==> config.mk <==
export PLATFORM = sky130hd
export DESIGN_NAME = rx_tag_fifo
export DESIGN_NICKNAME = d
export VERILOG_FILES = /design/src/rtl/rxtf_pkg.sv /design/src/rtl/rxtf_store.sv /design/src/rtl/rxtf_errs.sv /design/src/rtl/rxtf_status.sv /design/src/rtl/rx_tag_fifo.sv
export SDC_FILE = /design/constraint.sdc
export NUM_CORES = 1
export LEC_CHECK = 0
export BUFFER_PORTS_ARGS = -buffer_cell sky130_fd_sc_hd__clkbuf_2
export CAP_MARGIN = 20
export CORE_UTILIZATION = 55
export DETAILED_ROUTE_END_ITERATION = 10
export GPL_TIMING_DRIVEN = 0
export PLACE_DENSITY = 0.79
export SLEW_MARGIN = 15
export SYNTH_ARGS = -nofsm -noshare
export SYNTH_HDL_FRONTEND = slang
export SYNTH_SLANG_ARGS = --single-unit
==> constraint.sdc <==
create_clock -name clk -period 2.9 [get_ports clk]
set_input_delay 0.58 -clock clk [delete_from_list [all_inputs] [get_ports clk]]
set_output_delay 0.58 -clock clk [all_outputs]
set_load 0.01 [all_outputs]
==> src/rtl/rxtf_pkg.sv <==
// Package: shared types and bit positions for the receive tag queue.
// Assumes an 8-bit status byte that the host register decoder reads as-is.
package rxtf_pkg;
    // Per-character error tags.
    typedef struct packed {
        logic brk;
        logic fe;
        logic pe;
    } tag_t;

    localparam int TAG_W     = 3;
    localparam int STAT_W    = 8;
    localparam int ST_OVR    = 4;
    localparam int ST_TXEMT  = 3;
    localparam int ST_TXRDY  = 2;
    localparam int ST_FULL   = 1;
    localparam int ST_READY  = 0;
endpackage

==> src/rtl/rxtf_store.sv <==
// Module: circular character queue of DEPTH slots plus one holding stage.
// An arrival while the slots are full parks in the holding stage. An
// arrival while the holding stage is also full, with no pop, overwrites it
// and flags an overrun event. Assumes the caller's clr overrides all else.
module rxtf_store #(
    parameter  int DATA_W = 8,
    parameter  int DEPTH  = 3,
    localparam int ENT_W  = DATA_W + rxtf_pkg::TAG_W,
    localparam int PTR_W  = (DEPTH > 1) ? $clog2(DEPTH) : 1,
    localparam int CNT_W  = $clog2(DEPTH + 1)
) (
    input  logic             clk,
    input  logic             rst_n,
    input  logic             clr,
    input  logic             wr_en,
    input  logic [ENT_W-1:0] wr_ent,
    input  logic             pop_req,
    output logic [ENT_W-1:0] head_ent,
    output logic [CNT_W-1:0] cnt,
    output logic             hold_vld,
    output logic             ovr_evt
);
    logic [ENT_W-1:0] mem [DEPTH];
    logic [ENT_W-1:0] hold_q;
    logic             hold_q_vld;
    logic [PTR_W-1:0] rd_ptr;
    logic [PTR_W-1:0] wr_ptr;
    logic [CNT_W-1:0] cnt_q;
    logic             is_full;
    logic             do_pop;
    logic             fifo_push;
    logic             hold_load;
    logic [ENT_W-1:0] push_ent;

    // Advance a slot pointer with wrap at DEPTH.
    function automatic logic [PTR_W-1:0] bump(input logic [PTR_W-1:0] p);
        return (p == PTR_W'(DEPTH - 1)) ? '0 : p + PTR_W'(1);
    endfunction

    // Decide where an arrival goes and whether the holding stage drains.
    always_comb begin
        is_full   = (cnt_q == CNT_W'(DEPTH));
        do_pop    = pop_req && (cnt_q != '0);
        fifo_push = hold_q_vld ? do_pop : (wr_en && (!is_full || do_pop));
        push_ent  = hold_q_vld ? hold_q : wr_ent;
        hold_load = wr_en && (hold_q_vld || (is_full && !do_pop));
        ovr_evt   = wr_en && hold_q_vld && !do_pop;
    end

    // Slot storage: write the pushed entry at the tail.
    always_ff @(posedge clk) begin
        if (!rst_n) begin
            for (int i = 0; i < DEPTH; i++) mem[i] <= '0;
        end else if (fifo_push && !clr) begin
            mem[wr_ptr] <= push_ent;
        end
    end

    // Pointers, occupancy and holding stage.
    always_ff @(posedge clk) begin
        if (!rst_n || clr) begin
            rd_ptr     <= '0;
            wr_ptr     <= '0;
            cnt_q      <= '0;
            hold_q     <= '0;
            hold_q_vld <= 1'b0;
        end else begin
            if (fifo_push) wr_ptr <= bump(wr_ptr);
            if (do_pop)    rd_ptr <= bump(rd_ptr);
            case ({fifo_push, do_pop})
                2'b10:   cnt_q <= cnt_q + CNT_W'(1);
                2'b01:   cnt_q <= cnt_q - CNT_W'(1);
                default: cnt_q <= cnt_q;
            endcase
            if (hold_load) begin
                hold_q     <= wr_ent;
                hold_q_vld <= 1'b1;
            end else if (hold_q_vld && do_pop) begin
                hold_q_vld <= 1'b0;
            end
        end
    end

    assign head_ent = mem[rd_ptr];
    assign cnt      = cnt_q;
    assign hold_vld = hold_q_vld;
endmodule

==> src/rtl/rxtf_errs.sv <==
// Module: accumulated error tags and the overrun flag.
// The tags of every arrival are ORed in. An error clear drops the old state
// but still takes in the same cycle's arrival. clr (receiver reset) wins.
module rxtf_errs (
    input  logic           clk,
    input  logic           rst_n,
    input  logic           clr,
    input  logic           err_rst,
    input  logic           wr_en,
    input  rxtf_pkg::tag_t wr_tags,
    input  logic           ovr_evt,
    output rxtf_pkg::tag_t sticky,
    output logic           ovr
);
    logic [rxtf_pkg::TAG_W-1:0] acc_q;
    logic [rxtf_pkg::TAG_W-1:0] acc_keep;
    logic [rxtf_pkg::TAG_W-1:0] acc_new;
    logic                       ovr_q;

    // Old state kept unless cleared; new arrival tags always folded in.
    always_comb begin
        acc_keep = err_rst ? '0 : acc_q;
        acc_new  = wr_en ? wr_tags : '0;
    end

    // Update the accumulated tags and the overrun flag.
    always_ff @(posedge clk) begin
        if (!rst_n || clr) begin
            acc_q <= '0;
            ovr_q <= 1'b0;
        end else begin
            acc_q <= acc_keep | acc_new;
            ovr_q <= (err_rst ? 1'b0 : ovr_q) | ovr_evt;
        end
    end

    assign sticky = rxtf_pkg::tag_t'(acc_q);
    assign ovr    = ovr_q;
endmodule

==> src/rtl/rxtf_status.sv <==
// Module: builds the host status byte, the flags and the receive interrupt.
// Purely combinational. Assumes cnt counts occupied slots only, not the
// holding stage.
module rxtf_status #(
    parameter  int DEPTH = 3,
    localparam int CNT_W = $clog2(DEPTH + 1)
) (
    input  logic             err_block_mode,
    input  logic             irq_on_full,
    input  logic [CNT_W-1:0] cnt,
    input  rxtf_pkg::tag_t   head_tags,
    input  rxtf_pkg::tag_t   sticky,
    input  logic             ovr,
    input  logic             tx_empty,
    input  logic             tx_ready,
    output logic [7:0]       status,
    output logic             ready,
    output logic             full,
    output logic             irq
);
    rxtf_pkg::tag_t shown;

    // Pick the tag source and assemble the status byte.
    always_comb begin
        ready = (cnt != '0);
        full  = (cnt == CNT_W'(DEPTH));
        if (err_block_mode)  shown = sticky;
        else if (ready)      shown = head_tags;
        else                 shown = '0;
        status                     = '0;
        status[7:5]                = shown;
        status[rxtf_pkg::ST_OVR]   = ovr;
        status[rxtf_pkg::ST_TXEMT] = tx_empty;
        status[rxtf_pkg::ST_TXRDY] = tx_ready;
        status[rxtf_pkg::ST_FULL]  = full;
        status[rxtf_pkg::ST_READY] = ready;
        irq = irq_on_full ? full : ready;
    end
endmodule

==> src/rtl/rx_tag_fifo.sv <==
// Module: receive character queue with per-character error tags (top).
// Ties the slot store, the error tracker and the status builder together.
// Assumes strobes are single-cycle and synchronous to clk.
module rx_tag_fifo #(
    parameter  int DATA_W = 8,
    parameter  int DEPTH  = 3,
    localparam int ENT_W  = DATA_W + rxtf_pkg::TAG_W,
    localparam int CNT_W  = $clog2(DEPTH + 1)
) (
    input  logic              clk,
    input  logic              rst_n,
    input  logic              rx_wr,
    input  logic [DATA_W-1:0] rx_data,
    input  logic              rx_brk,
    input  logic              rx_fe,
    input  logic              rx_pe,
    input  logic              host_pop,
    input  logic              err_block_mode,
    input  logic              irq_on_full,
    input  logic              cmd_err_rst,
    input  logic              cmd_rx_rst,
    input  logic              tx_empty,
    input  logic              tx_ready,
    output logic [DATA_W-1:0] head_data,
    output logic [7:0]        status,
    output logic              rx_ready,
    output logic              fifo_full,
    output logic              overrun,
    output logic              rx_irq
);
    rxtf_pkg::tag_t   wr_tags;
    rxtf_pkg::tag_t   head_tags;
    rxtf_pkg::tag_t   sticky;
    logic [ENT_W-1:0] wr_ent;
    logic [ENT_W-1:0] head_ent;
    logic [CNT_W-1:0] cnt;
    logic             hold_vld;
    logic             ovr_evt;
    logic             ovr;

    // Pack the incoming tags with the character.
    always_comb begin
        wr_tags.brk = rx_brk;
        wr_tags.fe  = rx_fe;
        wr_tags.pe  = rx_pe;
        wr_ent      = {wr_tags, rx_data};
        head_tags   = rxtf_pkg::tag_t'(head_ent[ENT_W-1 -: rxtf_pkg::TAG_W]);
        head_data   = head_ent[DATA_W-1:0];
    end

    rxtf_store #(.DATA_W(DATA_W), .DEPTH(DEPTH)) u_store (
        .clk      (clk),
        .rst_n    (rst_n),
        .clr      (cmd_rx_rst),
        .wr_en    (rx_wr),
        .wr_ent   (wr_ent),
        .pop_req  (host_pop),
        .head_ent (head_ent),
        .cnt      (cnt),
        .hold_vld (hold_vld),
        .ovr_evt  (ovr_evt)
    );

    rxtf_errs u_errs (
        .clk     (clk),
        .rst_n   (rst_n),
        .clr     (cmd_rx_rst),
        .err_rst (cmd_err_rst),
        .wr_en   (rx_wr),
        .wr_tags (wr_tags),
        .ovr_evt (ovr_evt),
        .sticky  (sticky),
        .ovr     (ovr)
    );

    rxtf_status #(.DEPTH(DEPTH)) u_status (
        .err_block_mode (err_block_mode),
        .irq_on_full    (irq_on_full),
        .cnt            (cnt),
        .head_tags      (head_tags),
        .sticky         (sticky),
        .ovr            (ovr),
        .tx_empty       (tx_empty),
        .tx_ready       (tx_ready),
        .status         (status),
        .ready          (rx_ready),
        .full           (fifo_full),
        .irq            (rx_irq)
    );

    assign overrun = ovr;
endmodule

==> flow_summary.json <==
{
  "min_path_type": "flop to flop",
  "cp.required_ps": 2320,
  "ys_ff_latch": 68,
  "grt.met2_usage_pct": 39.7,
  "start_kind": "flop",
  "overflow": 0,
  "peakVddDrop_mv": 0.303,
  "fin_crit_sh_pct": 81.7,
  "grt_antenna_before_repair": 0,
  "cts_made_buffers": 9,
  "tightest_slew_ps": 1060,
  "dp_hpwl_um": 4480,
  "yosys.cell_types.count": 45,
  "grt_max_degree": 12,
  "dieArea_mm2": 0.00610,
  "synth-compound-area-share_pct": 8.33,
  "muxShareOfSynthArea_pct": 14.7,
  "die_y_um": 78.1,
  "critical_path.max_fanout": 10,
  "synth.net_count": 272,
  "drt_iter0_drc": 141,
  "synth_area_mm2": 0.00318,
  "postCtsHoldBufs": 0,
  "fin_crit_ps": 2370,
  "critical_path_arrival_ps": 1790,
  "outcome": "finished clean",
  "grtUsageMet3_pct": 5.23,
  "drc": 0,
  "synth_cells": 251,
  "cts-resized-gates": 0,
  "n_antenna_cell": 0,
  "first_pass_iters": 4,
  "avgSynthCellArea_um2": 12.7,
  "dr_total_vias": 2100,
  "ys_warn_count": 0,
  "fin_tns_setup_ps": 0,
  "synth-async-reset-ratio_pct": 0,
  "slew_headroom_pct": 29.3,
  "grt_pass1_vias": 2004,
  "grt_use_total_pct": 23.8,
  "cts_buffer_depth": 2,
  "area_growth_pct": 15.7,
  "rsz0062_at_grt": "false",
  "p_per_area_mw_per_mm2": 537,
  "yosysSeqAreaShare_pct": 56.6,
  "cts_sinks": 68,
  "finalHoldViolCount": 0,
  "slew_viol_final": 0,
  "num_rows": 27,
  "ioPinCount": 41,
  "synth_top_flop_cell": "edfxtp_1",
  "routed_wl_um": 6440,
  "cap_violations": 0,
  "synth_xor_area_share_pct": 0,
  "cts_setup_buffers": 0,
  "synth_edf_count": 44,
  "clk_pin_slew_ps": 70,
  "critPathKind": "flop to output pin",
  "vias_per_cell": 5.54,
  "worstSetupEndpointType": "output pin",
  "synthSimpleGateAreaFrac_pct": 13.1,
  "core_area_mm2": 0.00554,
  "htreeDepth": 3,
  "drtAntennaViolNets": 0,
  "start_util_pct": 57.5,
  "ctsRootBufferMaster": "clkbuf_8",
  "numPortBuffers": 37,
  "cts_tree": "built",
  "drive_gt1_share_pct": 34.2,
  "nNetsFinal": 323,
  "setup_violations": 0,
  "routabilityCongestion": 0.820,
  "skew_ps": 8.94,
  "wl_per_cell_um": 17.0,
  "synth_top_family_by_area": "multiplexers",
  "top_usage_layer": "met2",
  "yosys.area_share.adder_pct": 0.314,
  "leakagePower_nw": 1.41,
  "fp.dieW_um": 78.1,
  "instances_no_fill": 379,
  "grt_util_met1_pct": 31.0,
  "fmax_mhz": 422,
  "placedCellCount": 363,
  "grt_pass1_wl_um": 10500,
  "clk_latency_ps": 340
}
-- stage by stage --
step / setup WS (ps) / hold slack (ps) / util (%) / area, um2 / power (W)
2_1_floorplan: 585 / 434 / - / 3180 / 0.00118
3_3_place_gp: -159 / 441 / 62.4 / 3460 / 0.00123
3_5_place_dp: 206 / 452 / 63.1 / 3500 / 0.00124
4_1_cts: 495 / 461 / 66.5 / 3680 / 0.00198
5_1_grt: 437 / 472 / 66.5 / 3680 / 0.00204
6_report: 531 / 460 / 66.5 / 3680 / 0.00198
-- routing by layer --
metal,vias up,part of all wire [%]
met5,-,0
met4,0,1.4
met3,9,3.8
met2,67,51
met1,1023,44
li1,1001,-
-- Yosys cell counts (2+ instances only) --
library cell  count  area share, %
o31ai_1           2           0.47
edfxtp_1         44             41
buf_4            10            2.4
mux4_2           11            7.8
nor2_1           29            3.4
buf_6             5            1.8
o21a_1            2           0.47
buf_2             6           0.94
o21ai_0           4           0.63
a22oi_1           3           0.71
inv_1            14            1.7
dfxtp_1          24             15
a21oi_1           4           0.63
nor2b_1           2           0.39
nand2_1          25            2.9
o21ai_1           2           0.31
nor3_2           10            3.1
nand2b_1          4           0.79
mux2i_1          22            6.9
a22o_1            3           0.83
-- area by class of cell --
type	instances	area, um2
Clock inverter	3	38.8
Buffer	22	165
Timing Repair Buffer	40	211
Fill cell	433	1860
Tap cell	72	90.1
Clock buffer	13	149
Inverter	15	56.3
Multi-Input combinational cell	146	1170
Sequential cell	68	1800
-- critical path: stages, from the launching register on --
cell      delay (ps)
dfxtp_1          370
buf_6            200
mux4_2           540
a22o_1           210
clkbuf_2         120
-- power breakdown --
part	total [W]	switching, W	internal [W]
logic	0.000158	0.0000919	0.0000659
registers	0.00107	0.00000903	0.00106
clock network	0.000756	0.000338	0.000418
-- sequential cells by signal, indices dropped and copies added (netlist names), named ones only --
signal            count
u_store.wr_ptr        2
u_store.rd_ptr        2
u_errs.ovr            1
u_store.hold_vld      1
u_store.mem          44
u_store.hold_q       11
u_store.cnt           2
u_errs.sticky         3
-- cell families (layout without fill, tap and decap cells) --
group / count (synthesis) / in the layout
flops: 68 / 68
compound gates: 33 / 33
buf+inv: 37 / 93
fa+ha+maj: 1 / 1
simple gates: 79 / 79
mux: 33 / 33
-- final timing paths --
kind                           from           endpoint  slack, ps  cells after the start
setup / recovery               flop          status[5]        530                      4
setup reg to reg     u_store.cnt[0]  u_store.mem[3][9]        750                      4
hold / removal    u_store.hold_q[4]  u_store.hold_q[4]        460                      2
hold reg to reg   u_store.hold_q[4]  u_store.hold_q[4]        460                      2
-- layout by cell type, fill, tap and decap left out, types with 10 or more instances in the layout --
cell type and count:
nor3_2 10, mux4_2 11, dfxtp_1 24, buf_4 12, nand2_1 25, mux2i_1 22
clkbuf_2 37, clkbuf_8 10, inv_1 14, nor2_1 29, edfxtp_1 44
Note: power is estimated with default switching activity, not from simulation.
